===== config.mk =====
export PLATFORM = sky130hd
export DESIGN_NAME = ipi_dispatch
export DESIGN_NICKNAME = d
export VERILOG_FILES = /design/src/rtl/ipi_pkg.sv /design/src/rtl/ipi_cmd_regs.sv /design/src/rtl/ipi_msi_decode.sv /design/src/rtl/ipi_target_mask.sv /design/src/rtl/ipi_dispatch.sv
export SDC_FILE = /design/constraint.sdc
export NUM_CORES = 1
export LEC_CHECK = 0
export BUFFER_PORTS_ARGS = -buffer_cell sky130_fd_sc_hd__clkbuf_2
export CAP_MARGIN = 15
export CORE_MARGIN = 10
export CORE_UTILIZATION = 41
export CTS_BUF_LIST = sky130_fd_sc_hd__clkbuf_4
export CTS_CLUSTER_SIZE = 24
export DETAILED_ROUTE_END_ITERATION = 16
export GPL_TIMING_DRIVEN = 0
export HOLD_SLACK_MARGIN = 0.05
export PLACE_DENSITY = 0.91
export SLEW_MARGIN = 20
export SYNTH_ARGS = -nofsm -noshare
export SYNTH_HDL_FRONTEND = slang
export SYNTH_HIERARCHICAL = 1
export SYNTH_SLANG_ARGS = --single-unit

===== constraint.sdc =====
create_clock -name clk -period 2.68 [get_ports clk]
set_clock_uncertainty 0.1 [all_clocks]
set_input_delay 0.134 -clock clk [delete_from_list [all_inputs] [get_ports clk]]
set_output_delay 0.134 -clock clk [all_outputs]
set_load 0.01 [all_outputs]

===== src/rtl/ipi_pkg.sv =====
package ipi_pkg;

   localparam int unsigned ID_W     = 8;
   localparam int unsigned WORD_W   = 32;
   localparam logic [7:0]  IDX_LO   = 8'h30;
   localparam logic [7:0]  IDX_HI   = 8'h31;
   localparam logic [7:0]  DEST_ALL = 8'hFF;

   typedef enum logic [1:0] {
      SH_NONE   = 2'd0,
      SH_SELF   = 2'd1,
      SH_ALL    = 2'd2,
      SH_OTHERS = 2'd3
   } ipi_sh_e;

   typedef struct packed {
      logic [ID_W-1:0] dest;
      logic            dmode;
      logic [2:0]      dlvm;
      logic [7:0]      vec;
      logic            trig;
      ipi_sh_e         sh;
   } ipi_req_t;

endpackage


===== src/rtl/ipi_cmd_regs.sv =====
module ipi_cmd_regs
   import ipi_pkg::*;
#(
   parameter int unsigned ADDR_W = 32
) (
   input  logic                clk,
   input  logic                rst_n,
   input  logic                wr_en,
   input  logic [ADDR_W-1:0]   addr,
   input  logic [WORD_W-1:0]   wdata,
   output logic                launch,
   output ipi_req_t            req
);

   logic [WORD_W-1:0] hi_q;
   logic              in_range;
   logic [7:0]        idx;
   logic              hit;
   logic              unused_bits;

   assign in_range = (addr[ADDR_W-1:12] == '0);
   assign idx      = addr[11:4];
   assign hit      = wr_en && in_range && (idx != 8'h00);
   assign launch   = hit && (idx == IDX_LO);

   always_ff @(posedge clk or negedge rst_n) begin
      if (!rst_n) begin
         hi_q <= '0;
      end else if (hit && (idx == IDX_HI)) begin
         hi_q <= wdata;
      end
   end

   always_comb begin
      req.dest  = hi_q[31:24];
      req.dmode = wdata[11];
      req.dlvm  = wdata[10:8];
      req.vec   = wdata[7:0];
      req.trig  = wdata[15];
      req.sh    = ipi_sh_e'(wdata[19:18]);
   end

   assign unused_bits = ^{addr[3:0], hi_q[23:0], wdata[31:20], wdata[17:16], wdata[14:12]};

endmodule


===== src/rtl/ipi_msi_decode.sv =====
module ipi_msi_decode
   import ipi_pkg::*;
#(
   parameter logic [31:0] MSI_BASE     = 32'hFEE0_0000,
   parameter int unsigned MSI_WIN_LOG2 = 20
) (
   input  logic              wr_en,
   input  logic [31:0]       addr,
   input  logic [WORD_W-1:0] wdata,
   output logic              launch,
   output ipi_req_t          req
);

   logic in_win;
   logic unused_bits;

   assign in_win = (addr[31:MSI_WIN_LOG2] == MSI_BASE[31:MSI_WIN_LOG2]);
   assign launch = wr_en && in_win;

   always_comb begin
      req.dest  = addr[19:12];
      req.dmode = addr[2];
      req.dlvm  = wdata[10:8];
      req.vec   = wdata[7:0];
      req.trig  = wdata[15];
      req.sh    = SH_NONE;
   end

   assign unused_bits = ^{addr[11:3], addr[1:0], wdata[31:16], wdata[14:11], MSI_BASE};

endmodule


===== src/rtl/ipi_target_mask.sv =====
module ipi_target_mask
   import ipi_pkg::*;
#(
   parameter int unsigned NUM_CTRL = 8,
   parameter int unsigned IDX_W    = 3
) (
   input  ipi_req_t                   req,
   input  logic [ID_W*NUM_CTRL-1:0]   pid,
   input  logic [ID_W*NUM_CTRL-1:0]   lid,
   input  logic [NUM_CTRL-1:0]        used,
   input  logic [IDX_W-1:0]           self_idx,
   output logic [NUM_CTRL-1:0]        mask
);

   localparam logic [NUM_CTRL-1:0] ONE = NUM_CTRL'(1);

   logic [NUM_CTRL-1:0] present;
   logic [NUM_CTRL-1:0] phys_hit;
   logic [NUM_CTRL-1:0] phys_first;
   logic [NUM_CTRL-1:0] log_hit;
   logic [NUM_CTRL-1:0] self_oh;

   for (genvar i = 0; i < NUM_CTRL; i++) begin : g_slot
      if (i == 0) begin : g_head
         assign present[i] = used[i];
      end else begin : g_tail
         assign present[i] = used[i] && present[i-1];
      end
      assign phys_hit[i] = present[i] && (pid[i*ID_W +: ID_W] == req.dest);
      assign log_hit[i]  = present[i] && ((lid[i*ID_W +: ID_W] & req.dest) != '0);
      assign self_oh[i]  = (self_idx == IDX_W'(i));
   end

   assign phys_first = phys_hit & (~phys_hit + ONE);

   always_comb begin
      unique case (req.sh)
         SH_SELF:   mask = self_oh;
         SH_ALL:    mask = present;
         SH_OTHERS: mask = present & ~self_oh;
         default: begin
            if (req.dmode)                 mask = log_hit;
            else if (req.dest == DEST_ALL) mask = present;
            else                           mask = phys_first;
         end
      endcase
   end

endmodule


===== src/rtl/ipi_dispatch.sv =====
module ipi_dispatch
   import ipi_pkg::*;
#(
   parameter int unsigned NUM_CTRL     = 8,
   parameter int unsigned ADDR_W       = 32,
   parameter logic [31:0] MSI_BASE     = 32'hFEE0_0000,
   parameter int unsigned MSI_WIN_LOG2 = 20,
   localparam int unsigned IDX_W       = (NUM_CTRL > 1) ? $clog2(NUM_CTRL) : 1
) (
   input  logic                       clk,
   input  logic                       rst_n,
   input  logic                       reg_wr_en,
   input  logic [ADDR_W-1:0]          reg_addr,
   input  logic [31:0]                reg_wdata,
   input  logic                       msi_wr_en,
   input  logic [31:0]                msi_addr,
   input  logic [31:0]                msi_wdata,
   input  logic [IDX_W-1:0]           self_idx,
   input  logic [8*NUM_CTRL-1:0]      ctrl_pid,
   input  logic [8*NUM_CTRL-1:0]      ctrl_lid,
   input  logic [NUM_CTRL-1:0]        ctrl_used,
   output logic                       dlv_valid,
   output logic [NUM_CTRL-1:0]        dlv_mask,
   output logic [2:0]                 dlv_mode,
   output logic [7:0]                 dlv_vector,
   output logic                       dlv_trigger
);

   if (NUM_CTRL < 1 || NUM_CTRL > 255) begin : g_bad_count
      $error("NUM_CTRL must lie in 1..255");
   end
   if (ADDR_W <= 12) begin : g_bad_addr
      $error("ADDR_W must exceed 12 to detect offsets above 0xFFF");
   end
   if (MSI_WIN_LOG2 < 20 || MSI_WIN_LOG2 > 31) begin : g_bad_win
      $error("MSI_WIN_LOG2 must lie in 20..31 to keep the destination field inside the window");
   end

   logic                reg_go, msi_go;
   ipi_req_t            reg_req, msi_req, sel_req;
   logic [NUM_CTRL-1:0] sel_mask;

   ipi_cmd_regs #(.ADDR_W(ADDR_W)) regs_i (
      .clk    (clk),
      .rst_n  (rst_n),
      .wr_en  (reg_wr_en),
      .addr   (reg_addr),
      .wdata  (reg_wdata),
      .launch (reg_go),
      .req    (reg_req)
   );

   ipi_msi_decode #(.MSI_BASE(MSI_BASE), .MSI_WIN_LOG2(MSI_WIN_LOG2)) msi_i (
      .wr_en  (msi_wr_en),
      .addr   (msi_addr),
      .wdata  (msi_wdata),
      .launch (msi_go),
      .req    (msi_req)
   );

   assign sel_req = reg_go ? reg_req : msi_req;

   ipi_target_mask #(.NUM_CTRL(NUM_CTRL), .IDX_W(IDX_W)) tgt_i (
      .req      (sel_req),
      .pid      (ctrl_pid),
      .lid      (ctrl_lid),
      .used     (ctrl_used),
      .self_idx (self_idx),
      .mask     (sel_mask)
   );

   always_ff @(posedge clk or negedge rst_n) begin
      if (!rst_n) begin
         dlv_valid   <= 1'b0;
         dlv_mask    <= '0;
         dlv_mode    <= '0;
         dlv_vector  <= '0;
         dlv_trigger <= 1'b0;
      end else begin
         dlv_valid <= reg_go || msi_go;
         if (reg_go || msi_go) begin
            dlv_mask    <= sel_mask;
            dlv_mode    <= sel_req.dlvm;
            dlv_vector  <= sel_req.vec;
            dlv_trigger <= sel_req.trig;
         end
      end
   end

endmodule


==> flow_metrics.env, run 1 <==
export IMPL_core_area_um2=8180
export IMPL_hold_depth=4
export IMPL_p_sw_uw=435
export IMPL_syn_to_final_growth_pct=64.5
export IMPL_crit_family="simple AND/OR/NAND/NOR gates"
export IMPL_p_leak_nw=2.80
export IMPL_grt_overflow=0
export IMPL_numCtsBuffers=5
export IMPL_cts_max_level=2
export IMPL_fin_util_pct=68.7
export IMPL_reg2regPathDepth=8
export IMPL_hold_viol=0
export IMPL_num_vias=4259
export IMPL_yosysWarnings=6
export IMPL_clk_latency_ns=0.32
export IMPL_route_antenna_remaining_nets=0
export IMPL_drive_gt1_share_pct=56.5
export IMPL_crit_path_start_kind="input port"
export IMPL_fin_nets=935
export IMPL_syn_avg_cell_area_um2=8.90
export IMPL_maxCapViolCount=0
export IMPL_path_cells="clkbuf_2 -> nor4_4 -> nand4_1 -> nor4_4 -> buf_6 -> buf_8 -> mux2_4 -> buf_8 -> a222oi_1 -> nand4_1 -> and4b_1 -> a211o_1 -> mux2_2"
export IMPL_critPathKind="in -> reg"
export IMPL_drc=0
export IMPL_switching_share_pct=33.4
export IMPL_grt_pass1_vias=4573
export IMPL_p_int_uw=867
export IMPL_clock_sinks=29
export IMPL_start_util_pct=41.8
export IMPL_grt_pass1_wl_um=24400
export IMPL_cp_num_cells=13
export IMPL_post_place_ws_ns=-1.21
export IMPL_vias_per_cell=5.51
export IMPL_peakVddDrop_v=0.000212
export IMPL_arrival_ns=3.38
export IMPL_power_sequential_fraction_pct=33.7
export IMPL_setup_tns_ns=-4.00
export IMPL_first_pass_iters=6
export IMPL_timing_slew_headroom_pct=51.2
export IMPL_clockBufferDepth=2
export IMPL_rsz0062_at_grt="yes"
export IMPL_hold_slack_ns=0.265
export IMPL_die_height_um=111
export IMPL_setup_worst_path_end_class="flop"
export IMPL_dr_first_iter_drc_count=253
export IMPL_slowest_stage="a222oi_1"
export IMPL_dp_hpwl_um=12700
export IMPL_status="complete, but fails checks"
export IMPL_wl_um=16900
export IMPL_post_route_period_util_pct=122
export IMPL_setup_viol=8
export IMPL_gp_congestion=0.927
export IMPL_slowest_delay_ns=0.44
export IMPL_path_buf_inv=4
export IMPL_tightest_slew_ns=0.732
export IMPL_antenna_found_initial=3
export IMPL_min_path_type="in -> reg"
export IMPL_grt_max_degree=30
export IMPL_port_buffers=211
export IMPL_grt_total_usage_pct=23.9
export IMPL_crit_fanout=8
export IMPL_required_ns=2.80
export IMPL_pwr_density_cell_nw_per_um2=232
export IMPL_cts_tree="done"
export IMPL_syn_area_um2=3420
export IMPL_die_area_um2=12400
export IMPL_combPwrFrac_pct=46.0
export IMPL_ios=292
export IMPL_cts_root_buf="clkbuf_4"
export IMPL_rows=33
export IMPL_synthCells=384
export IMPL_violations="setup timing"
export IMPL_wl_per_cell_um=21.9
export IMPL_drv_slew=0
export IMPL_die_w_um=111
export IMPL_fin_crit_ns=3.26
export IMPL_power_frac_clock_pct=20.2
export IMPL_clkTransAtPathRegs_ns=0.10
export IMPL_layout_setup_ws_ns=-0.580
export IMPL_max_freq_ghz=0.307
## per-stage QoR
step,std cells,power (mW),area (µm²)
2_1_floorplan,385,0.709,3540
3_5_place_dp,701,0.935,4730
4_1_cts,754,1.26,5310
3_3_place_gp,701,0.926,4730
5_1_grt,773,1.38,5620
6_report,773,1.30,5620
## worst reg2reg max path, cell delays in order (launching register included)
cell	delay (ns)
dfrtp_1	0.39
mux2_1	0.31
buf_6	0.16
buf_6	0.16
a222oi_1	0.39
nand4_1	0.22
and4b_1	0.24
a211o_1	0.30
mux2_2	0.26
## registers in the layout, summed over array words and instances (netlist names)
signal       count
dlv_mask         8
dlv_vector       8
regs_i/hi_q      8
dlv_mode         3
dlv_trigger      1
dlv_valid        1
## power groups by stage
| stage | sequential (mW) | clock, mW | combinational, mW |
|---|---|---|---|
| 2_1_floorplan | 0.448 | 0 | 0.261 |
| 3_3_place_gp | 0.447 | 0 | 0.478 |
| 3_5_place_dp | 0.447 | 0 | 0.487 |
| 4_1_cts | 0.439 | 0.275 | 0.542 |
| 5_1_grt | 0.439 | 0.296 | 0.640 |
| 6_report | 0.439 | 0.263 | 0.599 |
## cell type report
class,instances,area (µm²)
Fill cell,642,2560
Inverter,3,11.3
Buffer,58,498
Antenna cell,3,7.51
Clock inverter,3,17.5
Clock buffer,5,37.5
Tap cell,105,131
Sequential cell,29,726
Timing Repair Buffer,279,1700
Multi-Input combinational cell,288,2490
## layout by cell type (no fill, tap or decap), drive strengths merged, types with 3 or more instances in the layout
cell	n
buf	94
a31o	3
nand3	8
inv	3
dfrtp	29
clkbuf	215
mux2i	12
or2	3
diode	3
xor2	23
a221oi	4
a22oi	15
nand2b	6
nand4	18
o21ai	17
nand2	30
a222oi	5
xnor2	41
mux2	27
a21oi	5
nor2	12
dlygate4sd3	33
nor3	7
nor4	16
a22o	3
## path summary, 6_finish.rpt
kind	start	to	slack, ns
worst min-delay path	reg_addr[4]	regs_i/hi_q[31]$_DFFE_PN0P_	0.26
worst max register to register	regs_i/hi_q[29]$_DFFE_PN0P_	dlv_mask[5]$_DFFE_PN0P_	0.05
min in group asynchronous	rst_n	dlv_mask[7]$_DFFE_PN0P_	0.29
worst max-delay path	reg_addr[13]	dlv_mask[5]$_DFFE_PN0P_	-0.58
max in group asynchronous	rst_n	regs_i/hi_q[24]$_DFFE_PN0P_	1.71
worst min register to register	dlv_mask[7]$_DFFE_PN0P_	dlv_mask[7]$_DFFE_PN0P_	0.42
## routing by layer
layer / vias up / part of all wire, % / global-route usage [%]
li1: 1943 / - / -
met1: 1986 / 35 / 24.1
met2: 281 / 51 / 43.7
met3: 49 / 10 / 8.44
met4: 0 / 3.1 / 9.08
met5: - / 0 / 0
## repair_timing
| item | in CTS | in global routing |
|---|---|---|
| resized for setup | 28 | 44 |
| setup buffers | 14 | 21 |
| endpoints found under the setup margin | 8 | 8 |
| hold buffers | 33 | 0 |
| pin swaps | 16 | 31 |
| hold endpoints to repair | 49 | 0 |
No activity file was read; power rests on OpenSTA's default activity.
==> inputs of run 2 (changes only) <==
--- a/config.mk
+++ b/config.mk
@@ -7,14 +7,14 @@
 export LEC_CHECK = 0
 export BUFFER_PORTS_ARGS = -buffer_cell sky130_fd_sc_hd__clkbuf_2
 export CAP_MARGIN = 15
-export CORE_MARGIN = 10
-export CORE_UTILIZATION = 41
+export CORE_AREA = 2 2 114 116
 export CTS_BUF_LIST = sky130_fd_sc_hd__clkbuf_4
 export CTS_CLUSTER_SIZE = 24
 export DETAILED_ROUTE_END_ITERATION = 16
+export DIE_AREA = 0 0 116 118
 export GPL_TIMING_DRIVEN = 0
 export HOLD_SLACK_MARGIN = 0.05
-export PLACE_DENSITY = 0.91
+export PLACE_DENSITY = 0.69
 export SLEW_MARGIN = 20
 export SYNTH_ARGS = -nofsm -noshare
 export SYNTH_HDL_FRONTEND = slang
==> run 2 against run 1 <==
Effect of this change: the flow still finishes with violations (setup timing); global-route usage down 4.8 points; fmax shrank 1.5%; first-iteration DRC count decreased by 42%; sequential share of layout area hardly changed; worst hold slack got worse by 0.0043 ns; utilization down 23 points; critical endpoint is now dlv_mask[7]$_DFFE_PN0P_; highest routed layer unchanged.
==> flow_metrics.env, run 2 (same netlist as run 1, synthesis figures left out) <==
export IMPL_status="complete, but fails checks"
export IMPL_violations="setup timing"
export IMPL_fin_crit_ns=3.31
export IMPL_slowest_stage="a222oi_1"
export IMPL_timing_slew_headroom_pct=50.7
export IMPL_mostFrequentLayoutCell="clkbuf_2"
export IMPL_peakVddDrop_v=0.000165
export IMPL_grt_busiest_layer="met2"
export IMPL_layout_setup_ws_ns=-0.631
export IMPL_grt_pass1_wl_um=20400
export IMPL_grt_util_met1_pct=20.1
export IMPL_die_height_um=118
export IMPL_layout_common_cells="209 x clkbuf_2, 66 x buf_4, 35 x xnor2_1"
export IMPL_port_buffers=211
export IMPL_post_place_ws_ns=-1.31
export IMPL_min_path_type="in -> reg"
export IMPL_vias_per_cell=4.82
export IMPL_pwr_density_cell_nw_per_um2=227
export IMPL_clk_latency_ns=0.32
export IMPL_max_freq_ghz=0.302
export IMPL_wl_per_cell_um=16.6
export IMPL_setup_worst_path_end_class="flop"
export IMPL_rsz0062_at_grt="yes"
export IMPL_cts_tree="done"
export IMPL_dp_hpwl_um=10800
export IMPL_tightest_slew_ns=0.739
export IMPL_rrSetupSlack_ns=0.04
export IMPL_use_met3_pct=4.63
export IMPL_use_met2_pct=35.9
export IMPL_grt_max_degree=30
export IMPL_grt_overflow=0
export IMPL_fin_nets=931
export IMPL_grt_total_usage_pct=19.0
export IMPL_power_total_mw=1.28
export IMPL_reg_top3="dlv_mask x8, dlv_vector x8, regs_i/hi_q x8"
export IMPL_cts_max_level=2
export IMPL_setup_viol=8
export IMPL_die_w_um=116
export IMPL_start_util_pct=27.5
export IMPL_post_route_period_util_pct=124
export IMPL_dr_first_iter_drc_count=148
export IMPL_cts_root_buf="clkbuf_4"
export IMPL_crit_family="compound AO/OA/AOI/OAI gates"
export IMPL_clock_sinks=29
export IMPL_path_buf_inv=5
export IMPL_crit_path_start_kind="input port"
export IMPL_gp_congestion=0.830
export IMPL_first_pass_iters=4
export IMPL_grt_pass1_vias=4159
export IMPL_hold_slack_ns=0.260
export IMPL_path_cells="clkbuf_2 -> nor4_2 -> nand4_1 -> nor4_4 -> buf_6 -> buf_12 -> buf_6 -> mux2_4 -> buf_8 -> a222oi_1 -> a41oi_2 -> a32oi_1 -> o32ai_1 -> a31o_2 -> mux2_4"
export IMPL_numCtsBuffers=5
export IMPL_multi_input_area_um2=2440
export IMPL_syn_to_final_growth_pct=64.9
export IMPL_required_ns=2.79
export IMPL_clkTransAtPathRegs_ns=0.10
export IMPL_setup_tns_ns=-3.98
export IMPL_clockBufferDepth=2
export IMPL_arrival_ns=3.43
export IMPL_p_leak_nw=2.79
export IMPL_hold_viol=0
export IMPL_core_area_um2=12400
export IMPL_drc=0
export IMPL_maxCapViolCount=0
export IMPL_regArea_um2=726
export IMPL_route_antenna_remaining_nets=0
export IMPL_ios=292
export IMPL_fillers=1242
export IMPL_drv_slew=0
export IMPL_die_area_um2=13700
export IMPL_wl_um=13800
export IMPL_num_vias=4018
export IMPL_antenna_found_initial=2
export IMPL_drive_gt1_share_pct=56.4
export IMPL_slowest_delay_ns=0.42
export IMPL_critPathKind="in -> reg"
export IMPL_rows=41
export IMPL_crit_fanout=8
-- run 2: cell types whose count changed in the layout (fill, tap and decap cells not counted), moves of 2 or more --
| cell | delta |
|---|---|
| a221oi_1 | +2 |
| buf_4 | -8 |
| buf_8 | +3 |
| clkbuf_2 | +2 |
| diode_2 | -2 |
| nand3_1 | -2 |
| nand3_2 | +2 |
| nor2_2 | +2 |
-- run 2: layout make-up --
class	instances	share of cell area, %
Multi-Input combinational cell	288	43.3
Sequential cell	29	12.9
Buffer	59	8.93
Inverter	3	0.200
Tap cell	172	3.82
Clock inverter	3	0.311
Timing Repair Buffer	274	29.8
Clock buffer	5	0.667
Antenna cell	1	0.0444
-- run 2: worst register-to-register path, stage by stage (launching register included) --
cell      delay [ns]
dfrtp_1         0.39
mux2_1          0.30
buf_6           0.15
buf_6           0.15
a222oi_1        0.40
nand4_1         0.21
and4b_1         0.24
a211o_1         0.32
mux2_2          0.27
-- run 2: stage by stage --
stage / area (µm²) / cells / util [%]
finish: 5630 / 834 / 45.4
detailed placement: 4810 / 768 / 38.7
global placement: 4810 / 768 / 38.7
CTS: 5470 / 825 / 44.1
floorplan: 3540 / 385 / -
global route: 5630 / 834 / 45.4
-- run 2: per-layer routing --
metal | vias up | part of all wire (%)
met2 | 219 | 53
met1 | 1846 | 36
li1 | 1930 | -
met4 | 0 | 2.3
met5 | - | 0
met3 | 23 | 9.2
-- run 2: final timing paths --
path	start	to	cells past startpoint
max in group asynchronous	rst_n	regs_i/hi_q[26]$_DFFE_PN0P_	2
max reg2reg	regs_i/hi_q[29]$_DFFE_PN0P_	dlv_mask[5]$_DFFE_PN0P_	8
min in group asynchronous	rst_n	dlv_vector[7]$_DFFE_PN0P_	2
min	reg_addr[4]	regs_i/hi_q[29]$_DFFE_PN0P_	4
max	reg_addr[24]	dlv_mask[7]$_DFFE_PN0P_	15
min reg2reg	regs_i/hi_q[29]$_DFFE_PN0P_	regs_i/hi_q[29]$_DFFE_PN0P_	1
-- run 2: power breakdown --
part           total, mW  internal [mW]  switching, mW  leakage (nW)
combinational      0.576          0.324          0.252          2.35
clock              0.263         0.0988          0.164        0.0310
sequential         0.439          0.438       0.000563         0.405
-- run 2: what timing repair did --
item | 4_1_cts | 5_1_grt
endpoints found under the setup margin | 8 | 8
hold buffers | 33 | 0
endpoints found under the hold margin | 49 | 0
gates resized for setup | 38 | 21
setup buffers | 20 | 10
gates cloned | 0 | 1
pin swaps | 27 | 28
==> inputs of run 3 (changes only) <==
--- a/config.mk
+++ b/config.mk
@@ -15,6 +15,7 @@
 export GPL_TIMING_DRIVEN = 0
 export HOLD_SLACK_MARGIN = 0.05
 export PLACE_DENSITY = 0.69
+export SETUP_SLACK_MARGIN = 0.15
 export SLEW_MARGIN = 20
 export SYNTH_ARGS = -nofsm -noshare
 export SYNTH_HDL_FRONTEND = slang
==> run 3 against run 2 <==
Effect of this change: the flow still finishes with violations (setup timing); clock power is essentially flat; global-route usage shrank 0.67 points; non-clock buffer count shrank 6; cell area shrank 0.24%; fmax grew 0.29%; sequential power is essentially flat; critical endpoint unchanged; routed wire length shrank 4.1%; worst setup slack gained 0.0096 ns; power shrank 0.59%.
==> flow_metrics.env, run 3 (same netlist as run 1, synthesis figures left out) <==
export IMPL_status="complete, but fails checks"
export IMPL_violations="setup timing"
export IMPL_fillers=1245
export IMPL_first_pass_iters=4
export IMPL_die_area_um2=13700
export IMPL_path_buf_inv=6
export IMPL_post_route_period_util_pct=123
export IMPL_fin_crit_ns=3.30
export IMPL_vias_per_cell=4.76
export IMPL_slowest_stage="nor4_4"
export IMPL_drv_slew=0
export IMPL_cts_root_buf="clkbuf_4"
export IMPL_clkTransAtPathRegs_ns=0.10
export IMPL_crit_fanout=8
export IMPL_setup_tns_ns=-4.23
export IMPL_clockBufferDepth=2
export IMPL_p_leak_nw=2.77
export IMPL_setup_worst_path_end_class="flop"
export IMPL_layout_common_cells="208 x clkbuf_2, 54 x buf_4, 35 x xnor2_1"
export IMPL_syn_to_final_growth_pct=64.5
export IMPL_gp_congestion=0.830
export IMPL_combPwrFrac_pct=44.7
export IMPL_start_util_pct=27.5
export IMPL_pwr_density_cell_nw_per_um2=226
export IMPL_die_w_um=116
export IMPL_reg_top3="dlv_mask x8, dlv_vector x8, regs_i/hi_q x8"
export IMPL_grt_max_degree=30
export IMPL_switching_share_pct=32.5
export IMPL_wl_per_cell_um=16.0
export IMPL_antenna_found_initial=2
export IMPL_clock_sinks=29
export IMPL_route_antenna_remaining_nets=0
export IMPL_clk_latency_ns=0.32
export IMPL_p_sw_uw=413
export IMPL_dr_first_iter_drc_count=141
export IMPL_die_height_um=118
export IMPL_crit_path_start_kind="input port"
export IMPL_core_area_um2=12400
export IMPL_power_total_mw=1.27
export IMPL_regArea_um2=726
export IMPL_grt_pass1_vias=4052
export IMPL_crit_top_cell="buf_6"
export IMPL_drc=0
export IMPL_maxCapViolCount=0
export IMPL_tightest_slew_ns=0.739
export IMPL_p_int_uw=857
export IMPL_critPathKind="in -> reg"
export IMPL_min_path_type="in -> reg"
export IMPL_required_ns=2.79
export IMPL_drive_gt1_share_pct=55.3
export IMPL_slowest_delay_ns=0.37
export IMPL_peakVddDrop_v=0.000164
export IMPL_port_buffers=211
export IMPL_timing_slew_headroom_pct=50.7
export IMPL_dp_hpwl_um=10800
export IMPL_arrival_ns=3.42
export IMPL_ios=292
export IMPL_power_frac_clock_pct=20.8
export IMPL_wl_um=13300
export IMPL_fin_nets=925
export IMPL_layout_setup_ws_ns=-0.622
export IMPL_hold_viol=0
export IMPL_multi_input_area_um2=2470
export IMPL_setup_viol=8
export IMPL_grt_pass1_wl_um=19700
export IMPL_grt_total_usage_pct=18.4
export IMPL_max_freq_ghz=0.303
export IMPL_cts_tree="done"
export IMPL_path_cells="buf_6 -> nor4_4 -> nand4_1 -> nor4_4 -> buf_6 -> buf_12 -> buf_6 -> mux2_4 -> buf_8 -> buf_8 -> a222oi_1 -> a41oi_2 -> a32oi_1 -> o32ai_1 -> a31o_2 -> mux2_4"
export IMPL_crit_family="compound AO/OA/AOI/OAI gates"
export IMPL_num_vias=3943
export IMPL_post_place_ws_ns=-1.31
export IMPL_power_sequential_fraction_pct=34.5
export IMPL_rsz0062_at_grt="yes"
export IMPL_numCtsBuffers=5
export IMPL_rows=41
export IMPL_grt_overflow=0
export IMPL_mostFrequentLayoutCell="clkbuf_2"
export IMPL_cts_max_level=2
==> run 3: cell count changes in the layout (fill, tap and decap cells not counted), sizes merged <==
cell,before,now
clkbuf,218,217
buf,87,82
==> run 3: final cells by class <==
class,count,share of cell area [%]
multi-input combinational,288,43.9
timing repair buffer,262,27.9
sequential,29,12.9
buffer,65,10.2
tap,172,3.83
clock buffer,5,0.668
clock inverter,3,0.312
inverter,3,0.200
antenna,1,0.0445
==> run 3: final timing paths <==
kind,start,end,slack (ns),cells after the start
min in group asynchronous,rst_n,dlv_vector[7]$_DFFE_PN0P_,0.32,2
max,reg_addr[6],dlv_mask[7]$_DFFE_PN0P_,-0.62,16
min,reg_addr[4],regs_i/hi_q[31]$_DFFE_PN0P_,0.26,4
min reg2reg,regs_i/hi_q[29]$_DFFE_PN0P_,regs_i/hi_q[29]$_DFFE_PN0P_,0.41,1
max in group asynchronous,rst_n,regs_i/hi_q[26]$_DFFE_PN0P_,1.69,2
max reg2reg,regs_i/hi_q[29]$_DFFE_PN0P_,dlv_mask[5]$_DFFE_PN0P_,0.02,9
==> run 3: routing by layer <==
layer,track usage (%),vias up,wire length [µm]
met1,19.5,1819,4910
met2,36.2,197,7070
met4,4.54,0,173
met5,0,-,0
li1,-,1916,-
met3,3.45,11,1120
==> run 3: power by group through the flow <==
stage / logic (mW) / registers [mW] / clock network, mW
6_report: 0.568 / 0.439 / 0.264
5_1_grt: 0.612 / 0.439 / 0.298
4_1_cts: 0.531 / 0.439 / 0.279
3_5_place_dp: 0.485 / 0.447 / 0
3_3_place_gp: 0.481 / 0.447 / 0
2_1_floorplan: 0.261 / 0.448 / 0
==> run 3: timing repair <==
| item | 4_1_cts | 5_1_grt |
|---|---|---|
| setup buffers | 13 | 5 |
| cloned | 0 | 0 |
| endpoints found under the hold margin | 49 | 0 |
| pin swaps | 18 | 20 |
| resized for setup | 21 | 40 |
| hold buffers | 33 | 0 |
| endpoints found under the setup margin | 8 | 8 |
==> run 3: through the flow <==
| step | hold WS, ns | instances | instance area [µm²] | utilization (%) |
|---|---|---|---|---|
| CTS | 0.238 | 822 | 5370 | 43.2 |
| global route | 0.235 | 828 | 5620 | 45.3 |
| floorplan | -0.262 | 385 | 3540 | - |
| finish | 0.257 | 828 | 5620 | 45.3 |
| global placement | 0.128 | 768 | 4810 | 38.7 |
| detailed placement | 0.135 | 768 | 4810 | 38.7 |
==> run 3: worst min-delay path, delay by kind of cell <==
kind	cells	cell delay, ns
mux	1	0.23
buf+inv	2	0.20
simple gates	1	0.09
